===== config.mk =====
export PLATFORM = sky130hd
export DESIGN_NAME = sir_pulse_encoder
export DESIGN_NICKNAME = d
export VERILOG_FILES = /design/src/rtl/sir_enc_pkg.sv /design/src/rtl/sir_in_sync.sv /design/src/rtl/sir_bit_phase.sv /design/src/rtl/sir_pulse_width.sv /design/src/rtl/sir_pulse_encoder.sv
export SDC_FILE = /design/constraint.sdc
export NUM_CORES = 1
export LEC_CHECK = 0
export BUFFER_PORTS_ARGS = -buffer_cell sky130_fd_sc_hd__buf_2
export CAP_MARGIN = 0
export CELL_PAD_IN_SITES_DETAIL_PLACEMENT = 0
export CELL_PAD_IN_SITES_GLOBAL_PLACEMENT = 1
export CORE_MARGIN = 5
export CORE_UTILIZATION = 40
export DETAILED_ROUTE_END_ITERATION = 8
export PLACE_DENSITY = 0.77
export SLEW_MARGIN = 20
export SYNTH_ARGS = -nofsm -noshare
export SYNTH_HDL_FRONTEND = slang
export SYNTH_HIERARCHICAL = 1
export SYNTH_SLANG_ARGS = --single-unit

===== constraint.sdc =====
create_clock -name clk -period 1.8 [get_ports clk]
set_input_delay 0.45 -clock clk [delete_from_list [all_inputs] [get_ports clk]]
set_output_delay 0.45 -clock clk [all_outputs]
set_load 0.1 [all_outputs]

===== src/rtl/sir_enc_pkg.sv =====
package sir_enc_pkg;

  typedef enum logic {
    PH_IDLE = 1'b0,
    PH_RUN  = 1'b1
  } phase_state_e;

  // Whole reference-clock cycles that fit in the requested time.
  function automatic int ns_to_cycles(input longint hz, input longint ns);
    return int'((hz * ns) / 64'd1_000_000_000);
  endfunction

endpackage


===== src/rtl/sir_in_sync.sv =====
module sir_in_sync #(
  parameter int          W       = 1,
  parameter int          STAGES  = 2,
  parameter logic [W-1:0] RST_VAL = '0
) (
  input  logic         clk,
  input  logic         rst_n,
  input  logic [W-1:0] d,
  output logic [W-1:0] q
);

  logic [W-1:0] stg [STAGES];

  always_ff @(posedge clk) begin
    if (!rst_n) stg[0] <= RST_VAL;
    else        stg[0] <= d;
  end

  generate
    for (genvar i = 1; i < STAGES; i++) begin : g_stage
      always_ff @(posedge clk) begin
        if (!rst_n) stg[i] <= RST_VAL;
        else        stg[i] <= stg[i-1];
      end
    end
  endgenerate

  assign q = stg[STAGES-1];

endmodule


===== src/rtl/sir_bit_phase.sv =====
module sir_bit_phase
  import sir_enc_pkg::*;
#(
  parameter int PHASE_W    = 4,
  parameter int FIRE_PHASE = 7
) (
  input  logic               clk,
  input  logic               rst_n,
  input  logic               tick_en,
  input  logic               line,
  output logic               fire,
  output logic               running,
  output logic [PHASE_W-1:0] phase
);

  localparam logic [PHASE_W-1:0] PRE_FIRE = PHASE_W'(FIRE_PHASE - 1);

  phase_state_e      st_q;
  logic [PHASE_W-1:0] ph_q;
  logic              line_d;
  logic              fall;
  logic              at_pre_fire;

  assign fall        = line_d & ~line;
  assign at_pre_fire = (st_q == PH_RUN) && tick_en && (ph_q == PRE_FIRE);
  assign fire        = at_pre_fire && !line;
  assign running     = (st_q == PH_RUN);
  assign phase       = ph_q;

  always_ff @(posedge clk) begin
    if (!rst_n) line_d <= 1'b1;
    else        line_d <= line;
  end

  always_ff @(posedge clk) begin
    if (!rst_n) begin
      st_q <= PH_IDLE;
      ph_q <= '0;
    end else begin
      case (st_q)
        PH_IDLE: begin
          if (fall) begin
            st_q <= PH_RUN;
            ph_q <= '0;
          end
        end
        PH_RUN: begin
          if (tick_en) begin
            ph_q <= ph_q + 1'b1;
            if (at_pre_fire && line) st_q <= PH_IDLE;
          end
        end
        default: st_q <= PH_IDLE;
      endcase
    end
  end

endmodule


===== src/rtl/sir_pulse_width.sv =====
module sir_pulse_width #(
  parameter int FIXED_CYCLES = 29,
  parameter int SHORT_TICKS  = 3,
  parameter int CNT_W        = 5
) (
  input  logic             clk,
  input  logic             rst_n,
  input  logic             tick_en,
  input  logic             start,
  input  logic             fixed_sel,
  output logic             pulse,
  output logic             fixed_q,
  output logic [CNT_W-1:0] cnt
);

  localparam logic [CNT_W-1:0] FIX_LOAD   = CNT_W'(FIXED_CYCLES - 1);
  localparam logic [CNT_W-1:0] SHORT_LOAD = CNT_W'(SHORT_TICKS - 1);

  logic             pulse_q;
  logic [CNT_W-1:0] cnt_q;
  logic             step;

  // Fixed width counts every clock; short width counts ticks.
  assign step = fixed_q ? 1'b1 : tick_en;

  always_ff @(posedge clk) begin
    if (!rst_n) begin
      pulse_q <= 1'b0;
      fixed_q <= 1'b1;
      cnt_q   <= '0;
    end else if (start) begin
      pulse_q <= 1'b1;
      fixed_q <= fixed_sel;
      cnt_q   <= fixed_sel ? FIX_LOAD : SHORT_LOAD;
    end else if (pulse_q && step) begin
      if (cnt_q == '0) pulse_q <= 1'b0;
      else             cnt_q   <= cnt_q - 1'b1;
    end
  end

  assign pulse = pulse_q;
  assign cnt   = cnt_q;

endmodule


===== src/rtl/sir_pulse_encoder.sv =====
module sir_pulse_encoder
  import sir_enc_pkg::*;
#(
  parameter longint REF_HZ      = 18_432_000,
  parameter longint PULSE_NS    = 1600,
  parameter int     PHASE_W     = 4,
  parameter int     FIRE_PHASE  = 7,
  parameter int     SHORT_TICKS = 3,
  parameter int     SYNC_STAGES = 2
) (
  input  logic clk,
  input  logic rst_n,
  input  logic tick16_en,
  input  logic uart_txd,
  input  logic fixed_width_sel,
  output logic ir_pulse
);

  localparam int FIXED_CYCLES = ns_to_cycles(REF_HZ, PULSE_NS);
  localparam int CNT_MAX      = (FIXED_CYCLES > SHORT_TICKS) ? FIXED_CYCLES - 1 : SHORT_TICKS - 1;
  localparam int CNT_W        = (CNT_MAX < 2) ? 1 : $clog2(CNT_MAX + 1);

  logic [1:0]         sync_q;
  logic               fire_w;
  logic               run_w;
  logic [PHASE_W-1:0] phase_w;
  logic               fixed_w;
  logic [CNT_W-1:0]   cnt_w;

  // bit 1: transmit line, bit 0: width mode (both reset high)
  sir_in_sync #(.W(2), .STAGES(SYNC_STAGES), .RST_VAL(2'b11)) u_sync (
    .clk   (clk),
    .rst_n (rst_n),
    .d     ({uart_txd, fixed_width_sel}),
    .q     (sync_q)
  );

  sir_bit_phase #(.PHASE_W(PHASE_W), .FIRE_PHASE(FIRE_PHASE)) u_phase (
    .clk     (clk),
    .rst_n   (rst_n),
    .tick_en (tick16_en),
    .line    (sync_q[1]),
    .fire    (fire_w),
    .running (run_w),
    .phase   (phase_w)
  );

  sir_pulse_width #(
    .FIXED_CYCLES (FIXED_CYCLES),
    .SHORT_TICKS  (SHORT_TICKS),
    .CNT_W        (CNT_W)
  ) u_width (
    .clk       (clk),
    .rst_n     (rst_n),
    .tick_en   (tick16_en),
    .start     (fire_w),
    .fixed_sel (sync_q[0]),
    .pulse     (ir_pulse),
    .fixed_q   (fixed_w),
    .cnt       (cnt_w)
  );

endmodule


Word-level counts from Yosys, hierarchy flattened

Memory sizes are Yosys's and may differ from the RTL's.
Index checks and enable logic that the tools add are counted.

Output and inout port bits: 1
Memories kept: 1
Register bits after elaboration: 13
Memory bits (writable): 4
Logic and storage cells: 49
Input bits: 5

Memory list:

| name       | words | bits a word | read ports | clocked after memory_dff | write ports | RTL line          | text |
|---|---|---|---|---|---|---|---|
| u_sync.stg | 2     | 2           | 2          | 0                        | 2           | sir_in_sync.sv:12 | `logic [W-1:0] stg [STAGES];` |

Equal/unequal tests: 4
Reductions and logical operators: 12
Bitwise logic cells: 5
Mux-type cells: 19
Add/subtract/negate cells: 2

Operators with widths:

| operator              | count |
|---|---|
| $mux W5               | 4 |
| $mux W1               | 9 |
| $mux W4               | 2 |
| $pmux W4 S2           | 1 |
| $reduce_and A2 Y1     | 3 |
| $logic_and A1 B1 Y1   | 5 |
| $logic_not A5 Y1      | 1 |
| $sub A5 B1 Y5 const B | 1 |
| $add A4 B1 Y4 const B | 1 |
| $eq A4 B3 Y1 const B  | 1 |
| $mux W2               | 2 |
| $ne A2 B2 Y1 const B  | 2 |
| $reduce_bool A2 Y1    | 2 |
| $ne A2 B1 Y1 const B  | 1 |
| $not A1 Y1            | 2 |
| $or A1 B1 Y1          | 2 |
| $pmux W1 S2           | 1 |
| $and A1 B1 Y1         | 1 |
| $logic_not A1 Y1      | 1 |

Logic depth before layout (Yosys ltp)

Gate-level depths: netlist (run 1).

Depth in word-level cells: 6
Gate-level depth with buffers: 7
Depth with buffers taken out: 7

Modules after synthesis

The synthesis (run 1) kept the hierarchy.

Modules (own cells, without submodules):

| module          | times used | cells an instance | seq. area each (µm²) | area each (µm²) |
|---|---|---|---|---|
| sir_pulse_width | 1          | 37                | 140.1                | 350.3 |
| sir_bit_phase   | 1          | 34                | 120.1                | 301.5 |
| sir_in_sync     | 1          | 8                 | 80.1                 | 105.1 |

Least setup slack after synthesis (run 1)

Ideal clock, no wire load.

Path kind: reg2reg
Start: register u_width.pulse_q, in the netlist u_width/pulse
End: register u_width.cnt_q[4], in the netlist u_width/cnt[4]
Library setup time: 0.117 ns
Cell stages (with the launch flop): 5
Clock period less this slack: 2.012 ns
Buffers on the path: 0
Required time: 1.683 ns
Setup slack: -0.212 ns
Data arrival time: 1.895 ns
Cells stage by stage: dfxtp_1 o21ai_1 or4b_1 nand3_1 a21boi_1

Cells in the longest elaborated chain, start to end: 3

Ends and longest elaborated chain:

| item                                | RTL line              | text |
|---|---|---|
| start: declaration                  | sir_pulse_width.sv:19 | `logic pulse_q;` |
| start signal: assignment            | sir_pulse_width.sv:28 | `pulse_q <= 1'b0;` |
| start signal: assignment            | sir_pulse_width.sv:32 | `pulse_q <= 1'b1;` |
| start signal: assignment            | sir_pulse_width.sv:36 | `if (cnt_q == '0) pulse_q <= 1'b0;` |
| $logic_and A1 B1 Y1                 | sir_pulse_width.sv:35 | `end else if (pulse_q && step) begin` |
| $reduce_bool A2 Y1 (no source line) | n/a                   |  |
| $reduce_and A2 Y1 (no source line)  | n/a                   |  |
| end signal: assignment              | sir_pulse_width.sv:34 | `cnt_q <= fixed_sel ? FIX_LOAD : SHORT_LOAD;` |
| end signal: assignment              | sir_pulse_width.sv:37 | `else cnt_q <= cnt_q - 1'b1;` |
| end: declaration                    | sir_pulse_width.sv:20 | `logic [CNT_W-1:0] cnt_q;` |

No other way between the ends.
A chain may end at the register's enable or synchronous reset.

Worst setup path after layout (run 1)

Start: register u_width.cnt_q[0], in the netlist u_width/cnt[0]
End: register u_width.cnt_q[3], in the netlist u_width/cnt[3]

Cells in the longest elaborated chain, start to end: 4
Elaborated cells on any way between the ends: 7
Classes of those cells: add/sub: 1; eq/ne: 1; mux: 3; reduce/logical: 2

Ends and longest elaborated chain:

| item          | RTL line              | text |
|---|---|---|
| $sub A5 B1 Y5 | sir_pulse_width.sv:37 |  |
| $mux W5       | sir_pulse_width.sv:36 |  |
| $mux W5       | sir_pulse_width.sv:35 |  |
| $mux W5       | sir_pulse_width.sv:31 | `end else if (start) begin` |

Parallel ways exist; a longest one is shown, timed or not. The select of a mux whose other input is x is not followed.

==> impl_metrics.ini, run 1 <==
[sta]
grt_setup_unrepaired = no
fmaxAchievable_ghz = 0.656
worst_pin_slew_ns = 0.484
hold_viol = 0
setup_viol = 0
maxSlewHeadroom_pct = 67.9
clock_skew_ns = 0.00167
finalCriticalPeriod_ns = 1.52
fin_setup_tns_ns = 0
slew_violations = 0
fin_crit_sh_pct = 84.6

[setup_path]
r2r-end = u_width/cnt[3]
arrival_ns = 1.70
ff2ff_path_depth = 6
critPathMaxFanout = 4
worst_ep_required_time_ns = 1.98
r2r_start = u_width/cnt[0]
rrSetupSlack_ns = 0.28
cp-startpoint = u_width/cnt[0]
start_kind = flip-flop
path_class = flip-flop to flip-flop
cp-end-kind = flip-flop

[hold_path]
hold_path_class = input port to flip-flop
holdPathEnd = u_sync/stg[0][1]
holdPathStages = 2
holdCritStartpoint = uart_txd

[pwr]
p_leak_nw = 0.323
pwr_density_cell_nw_per_um2 = 734
peakVddDrop_mv = 0.439
p_total_w = 0.000619

[global_route]
antenna_found_initial = 0
grt_pass1_wl_um = 2170
grt_pass1_vias = 505
grt_max_degree = 15
grt_use_total_pct = 10.8
overflow = 0

[drt]
wire_per_inst_um = 11.4
drc = 0
ant_nets = 0
viasPerCell = 4.92
firstDrtPassIters = 4
wirelength_um = 1290
drt_iter0_drc = 18
routed-via-count = 556

[yosys]
ys_seq_area_share_pct = 45.0
synth_top_area_cell = dfxtp_1
syn_area_per_cell_um2 = 9.58
synth_fp_nets = 87
yosysWarnings = 6
netlist_area_um2 = 757
synth_area_leaders = dfxtp_1 (45%), nand2b_1 (5.8%), ha_1 (5.0%)
synth_cells = 79
synth-seq-cells = 17
synth_top_area_share_pct = 45.0
yosysUniqueCellTypes = 31

[status]
outcome = completed

[floorplanning]
dieHeight_um = 53.5
num_rows = 15
dieArea_um2 = 2860
fp.coreArea_um2 = 1760
start_util_pct = 42.9
die_w_um = 53.5
ios = 6

[final_layout]
final_common_cell = dfxtp_1
fillCellCount = 175
regArea_um2 = 342
diodes = 0
multiInputGateArea_um2 = 389
syn_to_final_growth_pct = 11.4
final_cell_mix = dfxtp_1 (16), nand2_1 (8), nand2b_1 (7), inv_1 (6), buf_2 (5)
fin_nets = 97
fin_util_pct = 47.8
final_layout_size_suffix_gt1_share_pct = 15.9

[placement]
place.gp.congestion = 0.820
port_buffers = 5
hpwl_um = 895

[clock_tree]
h-tree-depth = 1
clock_sinks = 17
cts.reportedPaths.clkPinSlew_ns = 0.09
cts_hold_buffers = 0
clk_latency_ns = 0.29
cts.path.max_buffers = 2
cts_made_buffers = 3
post_cts.repair.setup_buffers = 0
cts_tree = built
cts_resized = 0
root_buffer = clkbuf_4

[job]
maxCapViolations = 0
-- worst max-delay path, cell delays in order, from the launching register on --
cell     delay (ns)
dfxtp_1        0.38
inv_1          0.06
ha_1           0.22
nor4b_4        0.15
nor4b_1        0.36
xnor2_1        0.17
a21oi_1        0.08
-- layer usage --
| layer | wire, um | global-route usage (%) | vias up |
|---|---|---|---|
| li1 | - | - | 296 |
| met1 | 693 | 14.4 | 250 |
| met2 | 536 | 15.1 | 8 |
| met3 | 41 | 1.69 | 2 |
| met4 | 17 | 8.94 | 0 |
| met5 | 0 | 0 | - |
-- worst max-delay path by stage --
stage                     slack, ns              to  cells after the start
after global placement         0.22  u_width/cnt[4]                      5
final                          0.28  u_width/cnt[3]                      6
after CTS                      0.27  u_width/cnt[3]                      6
after floorplan                0.15  u_width/cnt[4]                      4
after global routing            0.1  u_width/cnt[2]                      7
after detailed placement       0.24  u_width/cnt[4]                      5
-- cells by family (layout without fill, tap and decap cells) --
family / after synthesis / in the layout / synth area share (%)
and+or+nand+nor: 32 / 32 / 26.6
DFF: 17 / 17 / 45.0
AOI/OAI and AO/OA: 15 / 15 / 13.1
buffers and inverters: 7 / 16 / 3.64
adders and majority gates: 3 / 3 / 4.96
xor gates and xnor gates: 3 / 3 / 3.47
muxes: 2 / 2 / 3.31
-- Yosys cell counts (all sizes together) --
library cell and count:
a211oi 1, a21boi 1, a21oi 4, a311oi 1, a31oi 2, buf 1
dfxtp 17, ha 3, inv 6, mux2 1, mux2i 1, nand2 8
nand2b 7, nand3 3, nand3b 3, nand4 1, nor2 3, nor2b 1
nor3 1, nor3b 1, nor4b 2, o211a 1, o21ai 4, o32ai 1
or3b 1, or4b 1, xnor2 3
-- registers in the layout, indices dropped and copies added (netlist names) --
name,count
u_phase/line_d,1
u_phase/phase,4
u_phase/running,1
u_sync/stg,4
u_width/cnt,5
u_width/fixed_q,1
u_width/pulse,1
-- area by class of cell --
class,count,share of cell area (%)
multi-input combinational,55,46.1
sequential,17,40.5
timing repair buffer,6,3.86
tap,25,3.71
clock buffer,4,3.12
inverter,6,2.67
-- stage by stage --
step	area (um2)	setup slack, ns	instances	hold WS (ns)
floorplan	758	0.155	79	0.386
global placement	817	0.221	109	0.392
detailed placement	817	0.238	109	0.396
CTS	843	0.271	113	0.329
global route	843	0.0954	113	0.339
finish	843	0.277	113	0.338
-- where the power goes --
part | switching [W] | total (W) | internal (W)
logic | 0.0000159 | 0.0000283 | 0.0000124
clock network | 0.000116 | 0.000202 | 0.0000861
registers | 0.00000565 | 0.000388 | 0.000383
total | 0.000138 | 0.000619 | 0.000481
(Power assumes the default switching activity.)
==> run 2, diff against run 1 <==
--- a/config.mk
+++ b/config.mk
@@ -10,9 +10,9 @@
 export CELL_PAD_IN_SITES_DETAIL_PLACEMENT = 0
 export CELL_PAD_IN_SITES_GLOBAL_PLACEMENT = 1
 export CORE_MARGIN = 5
-export CORE_UTILIZATION = 40
+export CORE_UTILIZATION = 39
 export DETAILED_ROUTE_END_ITERATION = 8
-export PLACE_DENSITY = 0.77
+export PLACE_DENSITY = 0.78
 export SLEW_MARGIN = 20
 export SYNTH_ARGS = -nofsm -noshare
 export SYNTH_HDL_FRONTEND = slang
==> constraint.sdc (replaced) <==
create_clock -name clk -period 1.28 [get_ports clk]
set_input_delay 0.32 -clock clk [delete_from_list [all_inputs] [get_ports clk]]
set_output_delay 0.32 -clock clk [all_outputs]
set_load 0.1 [all_outputs]
==> run 2 against run 1 <==
Effect of this change: the run now ends with negative setup slack left; hold slack lost 0.14 ns; routed wire length grew 19%; non-clock buffer count grew 13; global-route usage grew 2.0 points; final cell count grew 13%; sequential cell count is the same; register-to-register slack lost 0.39 ns; critical path depth is the same; maximum frequency grew 9.0%; sequential share of layout area shrank 6.5 points; first-iteration DRC count shrank 44%; critical endpoint is now u_width/cnt[1]; largest cell class unchanged; largest power group unchanged.
==> impl_metrics.ini, run 2 (synthesized netlist as in run 1, its figures left out) <==
[floorplanning]
fp.coreArea_um2 = 1900
dieHeight_um = 54.1
die_w_um = 54.1
dieArea_um2 = 2920
ios = 6
start_util_pct = 39.8
num_rows = 16

[clock_tree]
cts_made_buffers = 3
cts_hold_buffers = 0
cts.path.max_buffers = 2
root_buffer = clkbuf_4
cts.reportedPaths.clkPinSlew_ns = 0.11
h-tree-depth = 1
clock_sinks = 17
clk_latency_ns = 0.30
cts_tree = built

[final_layout]
largest_register_ffs = 5
diodes = 0
finalNonFillerCells = 128
fin_nets = 110
syn_to_final_growth_pct = 34.7
final_cell_mix = buf_4 (14), dfxtp_1 (14), nand2_1 (8), nand2b_1 (7)
final_layout_size_suffix_gt1_share_pct = 40.6
fillCellCount = 196

[drt]
routed-via-count = 621
drt_iter0_drc = 10
wirelength_um = 1530
wire_per_inst_um = 11.9
viasPerCell = 4.85
ant_nets = 0
drc = 0
firstDrtPassIters = 4

[setup_path]
worst_ep_required_time_ns = 1.52
start_kind = flip-flop
critPathMaxFanout = 4
arrival_ns = 1.64
path_class = flip-flop to flip-flop
cp-end-kind = flip-flop

[pwr]
p_leak_nw = 0.402
peakVddDrop_mv = 0.693
pwr_density_cell_nw_per_um2 = 871

[sta]
setup_slack_ns = -0.117
finalCriticalPeriod_ns = 1.40
grt_setup_unrepaired = yes
setup_viol = 6
worst_hold_slack_ns = 0.195
fmaxAchievable_ghz = 0.716
slew_violations = 0
clock_skew_ns = 0.0116
fin_crit_sh_pct = 109
maxSlewHeadroom_pct = 77.7
hold_viol = 0
worst_pin_slew_ns = 0.332

[job]
maxCapViolations = 0

[status]
violations = negative setup slack
outcome = finished, violations left

[global_route]
grt_pass1_wl_um = 2580
grt_use_total_pct = 12.9
antenna_found_initial = 0
overflow = 0
grt_pass1_vias = 632
grt_max_degree = 11

[placement]
hpwl_um = 1150
dp_cells = 123
place.gp.congestion = 0.744
port_buffers = 5

[hold_path]
hold_path_class = input port to flip-flop
## run 2: what timing repair did
item	CTS	global route
resized for setup	7	3
endpoints found under the setup margin	6	6
setup buffers	1	0
cloned	0	0
endpoints found under the hold margin	0	0
pin swaps	9	4
## run 2: cell type report
type                    count  area [um2]  area share [%]
repair buffers             19         145            14.2
multi-input cells          55         444            43.6
inverters                   6        22.5            2.21
clock inverters             1        5.00           0.491
well taps                  27        33.8            3.31
flip-flops and latches     17         347            34.0
clock buffers               3        22.5            2.21
## run 2: critical path, cell delays in order, from the launching register on
cell and delay [ns]:
dfxtp_2 0.34, inv_2 0.08, ha_4 0.14, nor4b_4 0.30, nor2_2 0.08, mux2_4 0.31, o21ai_2 0.10
## run 2: worst paths after layout
kind | cells past startpoint | startpoint | endpoint | slack (ns)
max reg2reg | 6 | u_width/cnt[1] | u_width/cnt[1] | -0.12
max | 6 | u_width/cnt[1] | u_width/cnt[1] | -0.12
min | 2 | fixed_width_sel | u_sync/stg[0][0] | 0.20
min reg2reg | 1 | u_sync/stg[0][0] | u_sync/stg[1][0] | 0.43
## run 2: metal layers
metal	part of all wire, %	track usage (%)	wire [um]
met4	0.52	7.47	8
met1	45	13.9	691
met5	0	0	0
met2	51	22.4	773
met3	3.7	3.32	56
## run 2: per-stage QoR
| stage | area [um2] | total power, W | setup slack (ns) | util, % | TNS [ns] |
|---|---|---|---|---|---|
| finish | 1020 | 0.000888 | -0.117 | 53.6 | -0.311 |
| global route | 1020 | 0.000941 | -0.176 | 53.6 | -0.792 |
| CTS | 1010 | 0.000909 | -0.118 | 53.0 | -0.352 |
| detailed placement | 950 | 0.000610 | -0.152 | 49.9 | -0.553 |
| global placement | 950 | 0.000608 | -0.0796 | 49.9 | -0.254 |
| floorplan | 783 | 0.000578 | -0.0649 | - | -0.171 |
## run 2: power by group
group          switching, W  total (W)  leakage, nW  internal, W
registers        0.00000468   0.000541        0.140     0.000536
clock network      0.000174   0.000290       0.0177     0.000116
logic             0.0000302  0.0000573        0.244    0.0000271
total              0.000209   0.000888        0.402     0.000679
==> run 3, diff against run 2 <==
--- a/config.mk
+++ b/config.mk
@@ -5,14 +5,15 @@
 export SDC_FILE = /design/constraint.sdc
 export NUM_CORES = 1
 export LEC_CHECK = 0
-export BUFFER_PORTS_ARGS = -buffer_cell sky130_fd_sc_hd__buf_2
 export CAP_MARGIN = 0
 export CELL_PAD_IN_SITES_DETAIL_PLACEMENT = 0
 export CELL_PAD_IN_SITES_GLOBAL_PLACEMENT = 1
+export CORE_ASPECT_RATIO = 0.9
 export CORE_MARGIN = 5
-export CORE_UTILIZATION = 39
+export CORE_UTILIZATION = 40
 export DETAILED_ROUTE_END_ITERATION = 8
-export PLACE_DENSITY = 0.78
+export DONT_BUFFER_PORTS = 1
+export PLACE_DENSITY = 0.76
 export SLEW_MARGIN = 20
 export SYNTH_ARGS = -nofsm -noshare
 export SYNTH_HDL_FRONTEND = slang
==> run 3 against run 2 <==
Effect of this change: the flow still finishes with violations (negative setup slack); combinational power is 41% lower; die area is 2.0% lower; largest cell class unchanged; critical path type unchanged; count of clock-buffer cells in the layout unchanged; sequential power barely moved.
==> impl_metrics.ini, run 3 (synthesized netlist as in run 1, its figures left out) <==
[status]
outcome = finished, violations left
violations = negative setup slack

[drt]
drt_iter0_drc = 8
viasPerCell = 4.96
firstDrtPassIters = 4
routed-via-count = 590
wirelength_um = 1440
drc = 0
ant_nets = 0
wire_per_inst_um = 12.1

[final_layout]
final_common_cell = dfxtp_1
syn_to_final_growth_pct = 26.0
design_area_um2 = 953
fin_nets = 103
fin_util_pct = 51.3
largest_register_ffs = 5
final_layout_size_suffix_gt1_share_pct = 33.0
final_cell_mix = dfxtp_1 (14), buf_4 (11), nand2_1 (8), nand2b_1 (7), a21oi_1 (4)
diodes = 0

[setup_path]
critical_path.top_delay_family = simple AND/OR/NAND/NOR gates
arrival_ns = 1.63
cp-startpoint = u_width/cnt[1]
worst-path-buf-inv = 1
cp-end-kind = flip-flop
path_class = flip-flop to flip-flop
critPathMaxFanout = 4
r2r_start = u_width/cnt[1]
slowest_stage = dfxtp_2
start_kind = flip-flop
cp_cell_sequence = inv_2 -> ha_4 -> nor4b_4 -> nor2_2 -> mux2_4 -> o21ai_2
worst_ep_required_time_ns = 1.51
max_stage_delay_ns = 0.33

[sta]
maxSlewHeadroom_pct = 77.4
slew_violations = 0
hold_viol = 0
setup_slack_ns = -0.119
fin_crit_sh_pct = 109
finalCriticalPeriod_ns = 1.40
worst_pin_slew_ns = 0.337
fmaxAchievable_ghz = 0.715
clock_skew_ns = 0.000656
setup_viol = 5
grt_setup_unrepaired = yes

[pwr]
swShare_pct = 22.5
pwr_density_cell_nw_per_um2 = 906
power_switching_w = 0.000194
p_int_w = 0.000670
clockPowerShare_pct = 33.4
p_leak_nw = 0.367
peakVddDrop_mv = 0.504
p_seq_share_pct = 62.7
combPwrFrac_pct = 3.9

[global_route]
grt_max_degree = 15
grt_pass1_wl_um = 2370
overflow = 0
antenna_found_initial = 0
grt_pass1_vias = 574
grt_use_total_pct = 10.9

[floorplanning]
start_util_pct = 40.7
num_rows = 15
fp.coreArea_um2 = 1860
die_w_um = 55.9
ios = 6
dieHeight_um = 51.3
dieArea_um2 = 2860

[clock_tree]
cts_tree = built
root_buffer = clkbuf_4
cts_made_buffers = 3
cts_hold_buffers = 0
h-tree-depth = 1
cts.path.max_buffers = 2
clock_sinks = 17
cts.reportedPaths.clkPinSlew_ns = 0.10
clk_latency_ns = 0.29

[hold_path]
hold_path_class = input port to flip-flop
holdCritStartpoint = rst_n

[placement]
hpwl_um = 1070
port_buffers = 0
place.gp.congestion = 0.710
post_dp_cell_area_um2 = 892

[job]
maxCapViolations = 0
==> run 3: power by group through the flow <==
stage	logic, W	clock network, W	registers (W)
floorplan	0.0000262	0	0.000552
global placement	0.0000330	0	0.000554
detailed placement	0.0000334	0	0.000554
CTS	0.0000334	0.000306	0.000542
global route	0.0000362	0.000327	0.000543
finish	0.0000337	0.000289	0.000542
==> run 3: cell type report <==
type / count / area (um2)
fill: 166 / 905
multi-input combinational: 55 / 432
sequential: 17 / 347
timing repair buffer: 12 / 93.8
tap: 25 / 31.3
clock buffer: 3 / 22.5
inverter: 6 / 22.5
clock inverter: 1 / 5.00
==> run 3: final timing paths <==
kind                            cells after the start  slack, ns          endpoint
worst max-delay path                                6      -0.12    u_width/cnt[1]
worst max register to register                      6      -0.12    u_width/cnt[1]
worst min register to register                      1       0.42  u_sync/stg[1][0]
worst min-delay path                                1       0.09  u_sync/stg[0][1]
==> run 3: routing by layer <==
metal | track usage [%] | up-vias | routed length (um)
met4 | 7.11 | 0 | 34
met3 | 3.03 | 4 | 42
met2 | 17.5 | 8 | 647
met5 | 0 | - | 0
li1 | - | 307 | -
met1 | 12.8 | 271 | 717
==> run 3: worst reg2reg max path: stages, from the launching register on <==
cell,delay (ns)
dfxtp_2,0.33
inv_2,0.07
ha_4,0.13
nor4b_4,0.30
nor2_2,0.09
mux2_4,0.31
o21ai_2,0.10
==> run 3: stage by stage <==
stage,TNS (ns),hold slack (ns),instances,setup slack [ns],power [W]
floorplan,-0.171,0.386,79,-0.0649,0.000578
global placement,-0.208,0.393,114,-0.0750,0.000587
detailed placement,-0.473,0.399,114,-0.145,0.000587
CTS,-0.283,0.0813,118,-0.114,0.000881
global route,-0.854,0.0782,119,-0.211,0.000906
finish,-0.259,0.0924,119,-0.119,0.000864
==> run 3: timing repair <==
action                                  in CTS  in global routing
setup buffers                                0                  1
gates resized for setup                      8                  0
pin swaps                                    8                  3
gates cloned                                 0                  0
endpoints found under the setup margin       7                  6
